## config.mk

```make
export PLATFORM = sky130hd
export DESIGN_NAME = fe_sync_mem
export DESIGN_NICKNAME = d
export VERILOG_FILES = /design/src/rtl/fe_sync_pkg.sv /design/src/rtl/fe_sync_store.sv /design/src/rtl/fe_sync_rr_arb.sv /design/src/rtl/fe_sync_mem.sv
export SDC_FILE = /design/constraint.sdc
export NUM_CORES = 1
export LEC_CHECK = 0
export BUFFER_PORTS_ARGS = -buffer_cell sky130_fd_sc_hd__buf_4
export CAP_MARGIN = 20
export CORE_UTILIZATION = 55
export DETAILED_ROUTE_END_ITERATION = 8
export PLACE_DENSITY = 0.76
export SETUP_SLACK_MARGIN = 0.2
export SLEW_MARGIN = 20
export SYNTH_ARGS = -nofsm -noshare
export SYNTH_HDL_FRONTEND = slang
export SYNTH_HIERARCHICAL = 1
export SYNTH_SLANG_ARGS = --single-unit
```

## constraint.sdc

```tcl
create_clock -name clk_i -period 5.7 [get_ports clk_i]
set_input_delay 0 -clock clk_i [delete_from_list [all_inputs] [get_ports clk_i]]
set_output_delay 0 -clock clk_i [all_outputs]
set_load 0.02 [all_outputs]
```

## src/rtl/fe_sync_pkg.sv

```systemverilog
package fe_sync_pkg;
  localparam int OP_W = 3;

  typedef enum logic [OP_W-1:0] {
    OP_READ      = 3'd0,
    OP_WRITE     = 3'd1,
    OP_READ_FULL = 3'd2,
    OP_TAKE      = 3'd3,
    OP_FILL      = 3'd4,
    OP_DRAIN     = 3'd5
  } fe_op_e;

  function automatic logic op_blocks(logic [OP_W-1:0] op);
    return (op == OP_READ_FULL) || (op == OP_TAKE);
  endfunction

  function automatic logic op_reads(logic [OP_W-1:0] op);
    return (op == OP_READ) || (op == OP_READ_FULL) || (op == OP_TAKE);
  endfunction

  function automatic logic op_writes(logic [OP_W-1:0] op);
    return (op == OP_WRITE) || (op == OP_FILL);
  endfunction

  function automatic logic op_tags(logic [OP_W-1:0] op);
    return (op == OP_TAKE) || (op == OP_FILL) || (op == OP_DRAIN);
  endfunction
endpackage

```

## src/rtl/fe_sync_store.sv

```systemverilog
module fe_sync_store #(
  parameter int DEPTH  = 8,
  parameter int DATA_W = 16,
  localparam int ADDR_W = $clog2(DEPTH)
) (
  input  logic              clk_i,
  input  logic              rst_ni,
  input  logic              wr_en_i,
  input  logic              tag_en_i,
  input  logic              tag_val_i,
  input  logic [ADDR_W-1:0] addr_i,
  input  logic [DATA_W-1:0] wdata_i,
  output logic [DATA_W-1:0] rdata_o,
  output logic [DEPTH-1:0]  tags_o
);
  logic [DATA_W-1:0] data_q [DEPTH];
  logic [DEPTH-1:0]  tags_q;

  always_ff @(posedge clk_i or negedge rst_ni) begin
    if (!rst_ni) begin
      for (int d = 0; d < DEPTH; d++) data_q[d] <= '0;
      tags_q <= '1;
    end else begin
      if (wr_en_i)  data_q[addr_i] <= wdata_i;
      if (tag_en_i) tags_q[addr_i] <= tag_val_i;
    end
  end

  assign rdata_o = data_q[addr_i];
  assign tags_o  = tags_q;

  // tags move only on a tag-changing grant
  p_tag_hold_r7: assert property (@(posedge clk_i) disable iff (!rst_ni)
    !tag_en_i |=> tags_o == $past(tags_o));
  p_data_hold_r6: assert property (@(posedge clk_i) disable iff (!rst_ni)
    !wr_en_i |=> data_q[$past(addr_i)] == $past(rdata_o));
endmodule

```

## src/rtl/fe_sync_rr_arb.sv

```systemverilog
module fe_sync_rr_arb #(
  parameter int N = 3,
  localparam int IW = (N > 1) ? $clog2(N) : 1
) (
  input  logic          clk_i,
  input  logic          rst_ni,
  input  logic [N-1:0]  req_i,
  output logic [N-1:0]  gnt_o,
  output logic [IW-1:0] idx_o
);
  logic [IW-1:0] ptr_q;
  logic          found;
  int            cand;

  always_comb begin
    gnt_o = '0;
    idx_o = '0;
    found = 1'b0;
    cand  = 0;
    for (int k = 0; k < N; k++) begin
      cand = int'(ptr_q) + k;
      if (cand >= N) cand = cand - N;
      if (!found && req_i[cand]) begin
        found       = 1'b1;
        gnt_o[cand] = 1'b1;
        idx_o       = IW'(cand);
      end
    end
  end

  always_ff @(posedge clk_i or negedge rst_ni) begin
    if (!rst_ni)         ptr_q <= '0;
    else if (|gnt_o)     ptr_q <= (int'(idx_o) == N-1) ? '0 : idx_o + 1'b1;
  end

  p_gnt_onehot_r8: assert property (@(posedge clk_i) disable iff (!rst_ni)
    $onehot0(gnt_o));
  p_gnt_req_r8: assert property (@(posedge clk_i) disable iff (!rst_ni)
    (gnt_o & ~req_i) == '0);
  p_work_conserving_r8: assert property (@(posedge clk_i) disable iff (!rst_ni)
    (|req_i) |-> (|gnt_o));
endmodule

```

## src/rtl/fe_sync_mem.sv

```systemverilog
module fe_sync_mem
  import fe_sync_pkg::*;
#(
  parameter int NUM_REQ = 3,
  parameter int DEPTH   = 8,
  parameter int DATA_W  = 16,
  localparam int ADDR_W = $clog2(DEPTH),
  localparam int IDX_W  = (NUM_REQ > 1) ? $clog2(NUM_REQ) : 1
) (
  input  logic                        clk_i,
  input  logic                        rst_ni,
  input  logic [NUM_REQ-1:0]          req_valid_i,
  input  logic [NUM_REQ*OP_W-1:0]     req_op_i,
  input  logic [NUM_REQ*ADDR_W-1:0]   req_addr_i,
  input  logic [NUM_REQ*DATA_W-1:0]   req_wdata_i,
  output logic [NUM_REQ-1:0]          req_ready_o,
  output logic [NUM_REQ-1:0]          rsp_valid_o,
  output logic [DATA_W-1:0]           rsp_rdata_o
);
  logic [OP_W-1:0]   op_a    [NUM_REQ];
  logic [ADDR_W-1:0] addr_a  [NUM_REQ];
  logic [DATA_W-1:0] wdata_a [NUM_REQ];
  logic [NUM_REQ-1:0] elig, gnt;
  logic [IDX_W-1:0]  gnt_idx;
  logic [DEPTH-1:0]  tags_w;
  logic [DATA_W-1:0] rdata_w;
  logic [OP_W-1:0]   sel_op;
  logic [ADDR_W-1:0] sel_addr;
  logic [DATA_W-1:0] sel_wdata;
  logic              any_gnt;

  for (genvar g = 0; g < NUM_REQ; g++) begin : g_port
    assign op_a[g]    = req_op_i[g*OP_W +: OP_W];
    assign addr_a[g]  = req_addr_i[g*ADDR_W +: ADDR_W];
    assign wdata_a[g] = req_wdata_i[g*DATA_W +: DATA_W];
    // stall tag-honouring reads on an empty word
    assign elig[g] = req_valid_i[g] && (!op_blocks(op_a[g]) || tags_w[addr_a[g]]);

    p_block_full_r3: assert property (@(posedge clk_i) disable iff (!rst_ni)
      (req_ready_o[g] && op_blocks(op_a[g])) |-> tags_w[addr_a[g]]);
  end

  fe_sync_rr_arb #(.N(NUM_REQ)) u_arb (
    .clk_i  (clk_i),
    .rst_ni (rst_ni),
    .req_i  (elig),
    .gnt_o  (gnt),
    .idx_o  (gnt_idx)
  );

  assign any_gnt   = |gnt;
  assign sel_op    = op_a[gnt_idx];
  assign sel_addr  = addr_a[gnt_idx];
  assign sel_wdata = wdata_a[gnt_idx];

  fe_sync_store #(.DEPTH(DEPTH), .DATA_W(DATA_W)) u_store (
    .clk_i     (clk_i),
    .rst_ni    (rst_ni),
    .wr_en_i   (any_gnt && op_writes(sel_op)),
    .tag_en_i  (any_gnt && op_tags(sel_op)),
    .tag_val_i (sel_op == OP_FILL),
    .addr_i    (sel_addr),
    .wdata_i   (sel_wdata),
    .rdata_o   (rdata_w),
    .tags_o    (tags_w)
  );

  logic [NUM_REQ-1:0] rsp_valid_q;
  logic [DATA_W-1:0]  rsp_data_q;

  always_ff @(posedge clk_i or negedge rst_ni) begin
    if (!rst_ni) begin
      rsp_valid_q <= '0;
      rsp_data_q  <= '0;
    end else begin
      rsp_valid_q <= op_reads(sel_op) ? gnt : '0;
      if (any_gnt && op_reads(sel_op)) rsp_data_q <= rdata_w;
    end
  end

  assign req_ready_o = gnt;
  assign rsp_valid_o = rsp_valid_q;
  assign rsp_rdata_o = rsp_data_q;

  // last grant, kept for the tag checks below
  logic              chk_take_q, chk_fill_q, chk_drain_q;
  logic [ADDR_W-1:0] chk_addr_q;

  always_ff @(posedge clk_i or negedge rst_ni) begin
    if (!rst_ni) begin
      chk_take_q  <= 1'b0;
      chk_fill_q  <= 1'b0;
      chk_drain_q <= 1'b0;
      chk_addr_q  <= '0;
    end else begin
      chk_take_q  <= any_gnt && (sel_op == OP_TAKE);
      chk_fill_q  <= any_gnt && (sel_op == OP_FILL);
      chk_drain_q <= any_gnt && (sel_op == OP_DRAIN);
      chk_addr_q  <= sel_addr;
    end
  end

  p_take_empty_r4: assert property (@(posedge clk_i) disable iff (!rst_ni)
    chk_take_q |-> !tags_w[chk_addr_q]);
  p_fill_full_r5: assert property (@(posedge clk_i) disable iff (!rst_ni)
    chk_fill_q |-> tags_w[chk_addr_q]);
  p_drain_empty_r6: assert property (@(posedge clk_i) disable iff (!rst_ni)
    chk_drain_q |-> !tags_w[chk_addr_q]);
  p_rsp_onehot_r2: assert property (@(posedge clk_i) disable iff (!rst_ni)
    $onehot0(rsp_valid_o));
  p_ready_valid_r8: assert property (@(posedge clk_i) disable iff (!rst_ni)
    (req_ready_o & ~req_valid_i) == '0);
endmodule

```

## Yosys cells after proc, flatten, opt, wreduce, memory -nomap -nowiden

Index checks and enable logic that the tools add are counted.

- Multiplexer cells: 52
- Magnitude comparators: 17
- $add $sub $neg: 6
- Equality and inequality tests: 12
- Reductions and logical operators: 31
- Bitwise gates (word level): 4

Operator list:

| operator | count |
|---|---|
| bitwise mux 128 bit | 1 |
| >= comparator 32 x 1 -> 1 bit (second input constant) | 3 |
| < comparator 32 x 4 -> 1 bit (second input constant) | 3 |
| two-way mux 32 bit | 3 |
| two-way mux 16 bit | 5 |
| >= comparator 32 x 3 -> 1 bit (second input constant) | 2 |
| subtractor 32 x 3 -> 32 bit (second input constant) | 2 |
| binary-select mux 16 bit (select 3 bit) | 1 |
| demux 16 bit (select 3 bit) | 1 |
| binary-select mux 16 bit (select 2 bit) | 1 |
| equality test 3 x 2 -> 1 bit (second input constant) | 8 |
| two-way mux 3 bit | 8 |
| < comparator 3 x 4 -> 1 bit (second input constant) | 4 |
| two-way mux 1 bit | 15 |
| logical AND 1 bit | 13 |
| binary-select mux 3 bit (select 2 bit) | 2 |
| logical OR 1 bit | 11 |
| binary-select mux 1 bit (select 3 bit) | 3 |
| bitwise mux 8 bit | 1 |
| two-way mux 2 bit | 4 |
| binary-select mux 1 bit (select 2 bit) | 3 |
| demux 1 bit (select 2 bit) | 3 |
| equality test 3 bit (second input constant) | 2 |
| OR 3 bit | 2 |
| 17 further kinds | 21 |

- Bits in registers: 157
- Logic and storage cells: 134

## Depth between registers and ports, before layout

Gate-level depths: netlist of run 1.

- Depth after elaboration: 25
- Gate-level depth with buffers: 21

## Hierarchy

Netlist of run 1, hierarchy kept.

By module, submodules not included:

| module | cells an instance | area an instance (um^2) | sequential area each (um^2) | times used |
|---|---|---|---|---|
| fe_sync_store | 381 | 6259.8 | 3413.3 | 1 |
| fe_sync_mem | 137 | 1496.4 | 475.5 | 1 |
| fe_sync_rr_arb | 62 | 528.0 | 50.0 | 1 |

## Worst setup path before layout of run 1

OpenSTA, ideal clock, no wires.

- Kind: register to register
- From: register u_store.tags_q[7], in the netlist u_store/tags_o[7]
- To: register rsp_data_q[11], in the netlist rsp_rdata_o[11]
- Data required time: 5575 ps
- Slack: 1055 ps
- Buffers on the path: 3
- Arrival time: 4521 ps
- Clock period less this slack: 4645 ps
- Stages on the path, launching flop included: 17
- Path through: dfstp_2 mux4_2 mux2i_1 a31oi_1 nor3b_1 o31ai_2 nand2b_1 a221oi_1 nor2b_4 buf_1 nand2_1 o21ai_0 buf_4 buf_2 mux4_2 mux2_2 mux2_2

- Cells in the longest elaborated chain, start to end: 22
- Elaborated cells on any way between the ends: 53
- Those cells by class: 2 x eq/ne; 32 x mux; 4 x bitwise; 15 x reduce/logical

RTL lines:

| element | RTL line | source |
|---|---|---|
| from (decl) | fe_sync_store.sv:17 | `logic [DEPTH-1:0] tags_q;` |
| from (signal, indexed assignment) | fe_sync_store.sv:25 | `if (tag_en_i) tags_q[addr_i] <= tag_val_i;` |
| binary-select mux 1 bit (select 3 bit) * | fe_sync_mem.sv:37 | `assign elig[g] = req_valid_i[g] && (!op_blocks(op_a[g]) \|\| tags_w[addr_a[g]]);` |
| two-way mux 1 bit (not written as such) * | fe_sync_mem.sv:37 |  |
| logical OR 1 bit * | fe_sync_mem.sv:37 |  |
| logical AND 1 bit * | fe_sync_mem.sv:37 |  |
| net elig[0] | fe_sync_mem.sv:23 | `logic [NUM_REQ-1:0] elig, gnt;` |
| binary-select mux 1 bit (select 2 bit) | fe_sync_rr_arb.sv:23 | `if (!found && req_i[cand]) begin` |
| two-way mux 1 bit (not written as such) (2 in a row) | fe_sync_rr_arb.sv:23 |  |
| two-way mux 1 bit | fe_sync_rr_arb.sv:23 |  |
| (+6 left out) | -- |  |
| net gnt_idx[0] | fe_sync_mem.sv:24 | `logic [IDX_W-1:0] gnt_idx;` |
| inverter 2 -> 3 bit (not written as such) * | fe_sync_mem.sv:53 | `assign sel_addr = addr_a[gnt_idx];` |
| binary-select mux 3 bit (select 2 bit) * | fe_sync_mem.sv:53 |  |
| two-way mux 3 bit (not written as such) * (2 in a row) | fe_sync_mem.sv:53 |  |
| net sel_addr[2] | fe_sync_mem.sv:28 | `logic [ADDR_W-1:0] sel_addr;` |
| inverter 3 -> 4 bit (not written as such) * | fe_sync_store.sv:29 | `assign rdata_o = data_q[addr_i];` |
| binary-select mux 16 bit (select 3 bit) * | fe_sync_store.sv:29 |  |
| two-way mux 16 bit (not written as such) * (2 in a row) | fe_sync_store.sv:29 |  |
| net rdata_w[11] | fe_sync_mem.sv:26 | `logic [DATA_W-1:0] rdata_w;` |
| to (signal assigned) | fe_sync_mem.sv:77 | `if (any_gnt && op_reads(sel_op)) rsp_data_q <= rdata_w;` |
| to (decl) | fe_sync_mem.sv:69 | `logic [DATA_W-1:0] rsp_data_q;` |

Mark *: on every way through the listed nets, which the timed path passes. The rest lies on a longest branch. The select of a mux whose other input is x is not followed.
A chain may end at the register's enable or synchronous reset.

## Worst setup path after layout of run 1

- From: register u_store.tags_q[7], in the netlist u_store/tags_o[7]
- To: register u_store/data_q[105] (netlist name)

- Cells in the longest elaborated chain, start to end: 24
- Elaborated cells on any way between the ends: 57
- Those cells by class: 2 x order compare; 2 x eq/ne; 35 x mux; 4 x bitwise; 14 x reduce/logical

RTL lines:

| element | RTL line | source |
|---|---|---|
| binary-select mux 1 bit (select 3 bit) * | fe_sync_mem.sv:37 |  |
| two-way mux 1 bit (not written as such) * | fe_sync_mem.sv:37 |  |
| logical OR 1 bit * | fe_sync_mem.sv:37 |  |
| logical AND 1 bit * | fe_sync_mem.sv:37 |  |
| net elig[1] | fe_sync_mem.sv:23 |  |
| binary-select mux 1 bit (select 2 bit) | fe_sync_rr_arb.sv:23 |  |
| two-way mux 1 bit (not written as such) (2 in a row) | fe_sync_rr_arb.sv:23 |  |
| two-way mux 1 bit | fe_sync_rr_arb.sv:23 |  |
| (+6 left out) | -- |  |
| net gnt_idx[1] | fe_sync_mem.sv:24 |  |
| (+1 left out) | -- |  |
| binary-select mux 3 bit (select 2 bit) | fe_sync_mem.sv:53 |  |
| two-way mux 3 bit (not written as such) (2 in a row) | fe_sync_mem.sv:53 |  |
| inverter 3 -> 4 bit (not written as such) | fe_sync_store.sv:24 | `if (wr_en_i) data_q[addr_i] <= wdata_i;` |
| >= comparator 4 bit (not written as such) or < comparator 4 x 1 -> 1 bit (tied branches) | fe_sync_store.sv:24 |  |
| logical AND 1 bit (not written as such) | fe_sync_store.sv:24 |  |
| two-way mux 16 bit (not written as such) | fe_sync_store.sv:24 |  |
| demux 16 bit (select 3 bit) | fe_sync_store.sv:24 |  |
| bitwise mux 128 bit | fe_sync_store.sv:24 |  |
| to (signal, indexed assignment) | fe_sync_store.sv:24 |  |
| to (decl) | fe_sync_store.sv:16 | `logic [DATA_W-1:0] data_q [DEPTH];` |

Marks and branches as above.

==> metrics, run 1 <==
first-pass GRT wire length=31100 um; die width=125 um; register area share after synthesis=47.5%; endpoints failing setup=0; share of cells above drive strength 1=54.9%; DRT Pass-1 Iters=5; Worst slew margin=34.8%; Avg WL per Cell=21.8 um; actual slew at the worst max-slew pin=968 ps; final hold violation count=0; Die H=125 um; clk_lat worst skew=420 ps; Hold WC Path Type=in -> reg; final total power=6.34 mW; Leakage=4.43 nW; multi-input logic area=0.00411 sq mm; Seq. cell area=0.00394 sq mm; Synth warnings=6; most frequent cells in the layout=dfrtp_1, mux2_2, buf_4; final hold slack=157 ps; # rows=44; Max Cap Viol=0; Buffers on Ports=92; Gates resized, CTS repair=0; top_reg_cell synth=dfrtp_1; clk slew on worst S/H paths=60 ps; Post-synth EDFFs=0; Die Footprint=0.0156 sq mm; Initial Util=56.8%; initial DRC count=341; Clock Sinks=157; largest net degree at the start of global routing=90; crit share post-route=87.7%; Syn Inst Count=580; ANT nets after route=0; f_max=200 MHz; Fill cells=1029; outcome=complete, no violations; area grow syn2layout=17.9%; Yosys reg bits=157; P per Cell Area=649 mW/mm^2; met1 Usage GRT=34.8%; # IOs=93; final slew viol count=0; Synth Cell Area=0.00828 sq mm; final worst path period need=5000 ps; most used routing layer=met2; Clock Skews=7.26 ps; initial antenna violation count=0; post-synth cell types=56; GR Layer Usage met3=3.91%; Routed WL=19000 um; unrepaired setup endpoints after global routing=no; Setup TNS Final=0 ps; via count=5342; syn_area_per_cell=14.3 sq um; drt drc=0; met2 usage=42.9%; peak supply drop=0.306 mV; Post-CTS Setup Bufs=0; vias in the first global route=5719; CP Data Arrival Time=5300 ps; Finished Cell Area=0.00976 sq mm; core footprint=0.0146 sq mm; CTS max path bufs=2; commonest non-fill, non-tap cell in the layout=dfrtp_1; CTS tree=yes; Final nets=749; Antenna Cells=0; Num CTS Buffers=17; Final Util=66.9%; GRT Residual Overflow=0; flop2flop setup slack=700 ps; critical path startpoint category=register; total global-route track usage=25.8%; maximum net fanout on the critical path=14; crit path kind=reg -> reg; clock root buffer=clkbuf_16; Post-DP HPWL=12700 um; worst path required time=6000 ps; syn nets=655; crit end category=register; placed cell areas=0.00912 sq mm; H-tree depth=4; GPL Wtd Cong=0.868; vias per std cell=6.13; post-synthesis async set-or-reset flop share=100%
## final timing paths
kind / start / to / cells after the start
min in group asynchronous: rst_ni / u_store/data_q[31]$_DFFE_PN0P_ / 2
setup reg to reg: u_store/tags_o[7]$_DFFE_PN1P_ / u_store/data_q[105]$_DFFE_PN0P_ / 15
setup / recovery: u_store/tags_o[7]$_DFFE_PN1P_ / u_store/data_q[105]$_DFFE_PN0P_ / 15
hold reg to reg: u_store/data_q[53]$_DFFE_PN0P_ / u_store/data_q[53]$_DFFE_PN0P_ / 1
max in group asynchronous: rst_ni / u_store/data_q[19]$_DFFE_PN0P_ / 3
hold / removal: req_op_i[4] / rsp_valid_o[2]$_DFF_PN0_ / 4
## power by group
group	total [mW]	switching, mW	internal (mW)	leakage [nW]
Clock	1.18	0.438	0.745	0.300
Combinational	3.30	1.67	1.63	2.14
Sequential	1.86	0.259	1.60	1.99
Total	6.34	2.36	3.98	4.43
## layer usage
layer,up-vias,part of all wire (%)
met5,-,0
met4,0,1.3
met3,25,4.1
met2,156,50
met1,2820,44
li1,2341,-
## logic make-up after synthesis
group                    after synthesis  share of synthesized area, %
AO/OA/AOI/OAI                         50                          4.15
XOR/XNOR                               1                         0.106
adder cells (fa/ha/maj)                4                         0.604
buffers and inverters                 43                          3.55
flip-flops                           157                          47.5
multiplexers                         238                          37.8
AND/OR/NAND/NOR                       87                          6.19
## flip-flops by register name (all words and copies together) (netlist names)
| name | count |
|---|---|
| rsp_rdata_o | 16 |
| rsp_valid_o | 3 |
| u_arb/ptr_q | 2 |
| u_store/data_q | 128 |
| u_store/tags_o | 8 |
## cell usage after synthesis (3+ instances only)
library cell / n / area, sq um
nand2b_1: 4 / 25.0
nand3_1: 6 / 30.0
nor3_1: 4 / 20.0
a21oi_1: 6 / 30.0
mux2i_1: 32 / 320
mux4_2: 34 / 766
inv_1: 9 / 33.8
mux2_2: 147 / 1660
a31oi_1: 6 / 37.5
o21ai_0: 24 / 120
buf_6: 9 / 101
nor2_2: 3 / 18.8
nor3b_1: 4 / 30.0
and2_1: 3 / 18.8
clkbuf_1: 3 / 11.3
buf_4: 4 / 30.0
nand2_1: 31 / 116
mux2i_4: 3 / 67.6
dfrtp_1: 149 / 3730
mux2_4: 21 / 315
dfstp_2: 8 / 210
nor2_1: 9 / 33.8
nand3b_1: 3 / 22.5
ha_1: 4 / 50.1
buf_2: 13 / 65.1
## critical path, stage by stage (launching register included)
cell and delay, ps:
dfstp_2 550, mux4_2 240, mux2i_1 70, a31oi_1 570, nor2b_1 110, o211ai_1 420, nand2_1 100, nand2_1 120
o21ai_4 210, nor2b_4 430, o2bb2ai_1 330, xor2_1 210, o311a_1 390, and3_1 500, buf_4 260, mux2_2 350
## metrics by stage
step / std cells / setup WS [ps]
floorplan: 580 / 1050
global placement: 838 / 833
detailed placement: 838 / 763
CTS: 871 / 757
global route: 871 / 425
finish: 871 / 700
## cell type report
type	count	share of cell area, %
multi-input cells	380	42.1
flip-flops and latches	157	40.3
repair buffers	109	8.45
clock buffers	22	5.06
well taps	184	2.36
clock inverters	10	1.38
inverters	9	0.346
## timing repair
action	CTS	global route
endpoints found under the hold margin	88	0
hold buffers	1	0
endpoints found under the setup margin	0	0
No activity file was read; power rests on OpenSTA's default activity.
==> run 2, diff against run 1 <==
==> constraint.sdc (replaced) <==
create_clock -name clk_i -period 5.7 [get_ports clk_i]
set_input_delay 0.855 -clock clk_i [delete_from_list [all_inputs] [get_ports clk_i]]
set_output_delay 0.855 -clock clk_i [all_outputs]
set_load 0.02 [all_outputs]
==> metrics, run 2 (synthesis gave the netlist of run 1 again) <==
max reg flops=128 (unchanged); first-pass GRT wire length=31100 um (about the same); worst r2r src=u_store/tags_o[5]$_DFFE_PN1P_; Antenna Cells=0 (unchanged); unrepaired setup endpoints after global routing=no; actual slew at the worst max-slew pin=1030 ps (+62.9 ps); CP delay by family, top=multiplexers; Initial Util=56.8% (unchanged); # IOs=93 (unchanged); peak supply drop=0.313 mV (+2.1%); cell depth of the worst flop-to-flop path=14 (-1); crit path launch=req_addr_i[3]; Num CTS Buffers=17 (unchanged); CTS tree=yes; initial DRC count=348 (+2.1%); Largest Register=u_store/data_q; CTS Hold Bufs=0 (-1); placed cell areas=0.00918 sq mm (+0.60%); final worst path period need=4970 ps (-28.7 ps); H-tree depth=4 (unchanged); Gates resized, CTS repair=0 (unchanged); P per Cell Area=654 mW/mm^2 (+0.82%); PnR worst setup slack=729 ps (+28.7 ps); Max Cap Viol=0 (unchanged); Min-Delay Endpoint=u_store/data_q[74]$_DFFE_PN0P_; vias in the first global route=5693 (-0.45%); Max stage delay cell, worst path=o21ai_2; ANT nets after route=0 (unchanged); Worst slew margin=31.2% (-3.5 points); via count=5286 (-1.0%); Setup TNS Final=0 ps (unchanged); # rows=44 (unchanged); final hold violation count=0 (unchanged); DRT Pass-1 Iters=5 (unchanged); area grow syn2layout=18.4%; worst path bufs/invs=2 (+1); critical path startpoint category=input pin; Routed WL=19000 um (+0.33%); worst path required time=6000 ps (about the same); outcome=complete, no violations; Die Footprint=0.0156 sq mm (unchanged); crit path kind=in -> reg; Leakage=4.46 nW (+0.65%); die width=125 um (unchanged); maximum net fanout on the critical path=15 (+1); most frequent cells in the layout=dfrtp_1, mux2_2, buf_4; Final nets=752 (+0.40%); f_max=201 MHz (+0.58%); hold wc startpoint=u_store/data_q[74]$_DFFE_PN0P_; clk slew on worst S/H paths=60 ps (about the same); dpl cells=842 (+0.48%); Final Util=67.2% (+0.32 points); hold path depth=1 (-3); final total power=6.42 mW (+1.3%); pre-CTS setup slack=321 ps (-442 ps); final std cells w/o fill=874 (+0.34%); Post-CTS Setup Bufs=0 (unchanged); CP Data Arrival Time=5270 ps (-30 ps); Buffers on Ports=92 (unchanged); RR Endpoint=u_store/data_q[102]$_DFFE_PN0P_; Post-DP HPWL=12400 um (-2.5%); initial antenna violation count=0 (unchanged); crit end category=register; flop2flop setup slack=810 ps (+110 ps); core footprint=0.0146 sq mm (unchanged); Hold WC Path Type=reg -> reg; clock root buffer=clkbuf_16; final slew viol count=0 (unchanged); GPL Wtd Cong=0.851 (-2.1%); worst stage delay on the critical path=820 ps (+250 ps); Avg WL per Cell=21.8 um (about the same); crit share post-route=87.2% (-0.50 points); share of cells above drive strength 1=54.3% (-0.53 points); total global-route track usage=26.1% (+0.26 points); Clock Skews=11.0 ps (+3.74 ps); commonest non-fill, non-tap cell in the layout=dfrtp_1; largest net degree at the start of global routing=96 (+6.7%); vias per std cell=6.05 (-1.4%); Clock Sinks=157 (unchanged); drt drc=0 (unchanged); crit path cell chain=buf_4 -> mux4_2 -> mux2i_1 -> a31oi_1 -> mux2_1 -> o21ai_4 -> mux2i_1 -> o21ai_2 -> buf_4 -> mux4_2 -> mux2_2 -> mux2_4; Finished Cell Area=0.00981 sq mm (+0.47%); Die H=125 um (unchanged); endpoints failing setup=0 (unchanged); final hold slack=503 ps (+346 ps); CTS max path bufs=2 (unchanged); GRT Residual Overflow=0 (unchanged); clk_lat worst skew=420 ps (about the same)
==> run 2: cell type report <==
class                   count  area [sq um]
fillers                  1026          4780
multi-input cells         380          4110
flip-flops and latches    157          3940
repair buffers            112           870
clock buffers              24           462
well taps                 184           230
clock inverters             8           169
inverters                   9          33.8
==> run 2: worst max path at each step <==
stage	end	slack (ps)	cells after the start
2_1_floorplan	rsp_rdata_o[11]$_DFFE_PN0P_	530	16
3_3_place_gp	rsp_rdata_o[1]$_DFFE_PN0P_	430	12
3_5_place_dp	u_store/data_q[106]$_DFFE_PN0P_	320	15
4_1_cts	u_store/data_q[106]$_DFFE_PN0P_	770	15
5_1_grt	u_store/data_q[106]$_DFFE_PN0P_	370	15
6_report	rsp_rdata_o[8]$_DFFE_PN0P_	730	12
==> run 2: per-layer routing <==
layer	share of wire, %	wire length (um)	vias to the layer above	global-route usage [%]
met1	44	8320	2767	35.4
met2	50	9510	152	43.0
met4	1.4	276	0	7.94
met3	4.9	941	23	4.60
li1	-	-	2344	-
met5	0	0	-	0
==> run 2: report_power, final <==
part	switching, mW	internal, mW
registers	0.250	1.60
logic	1.68	1.68
clock network	0.425	0.788
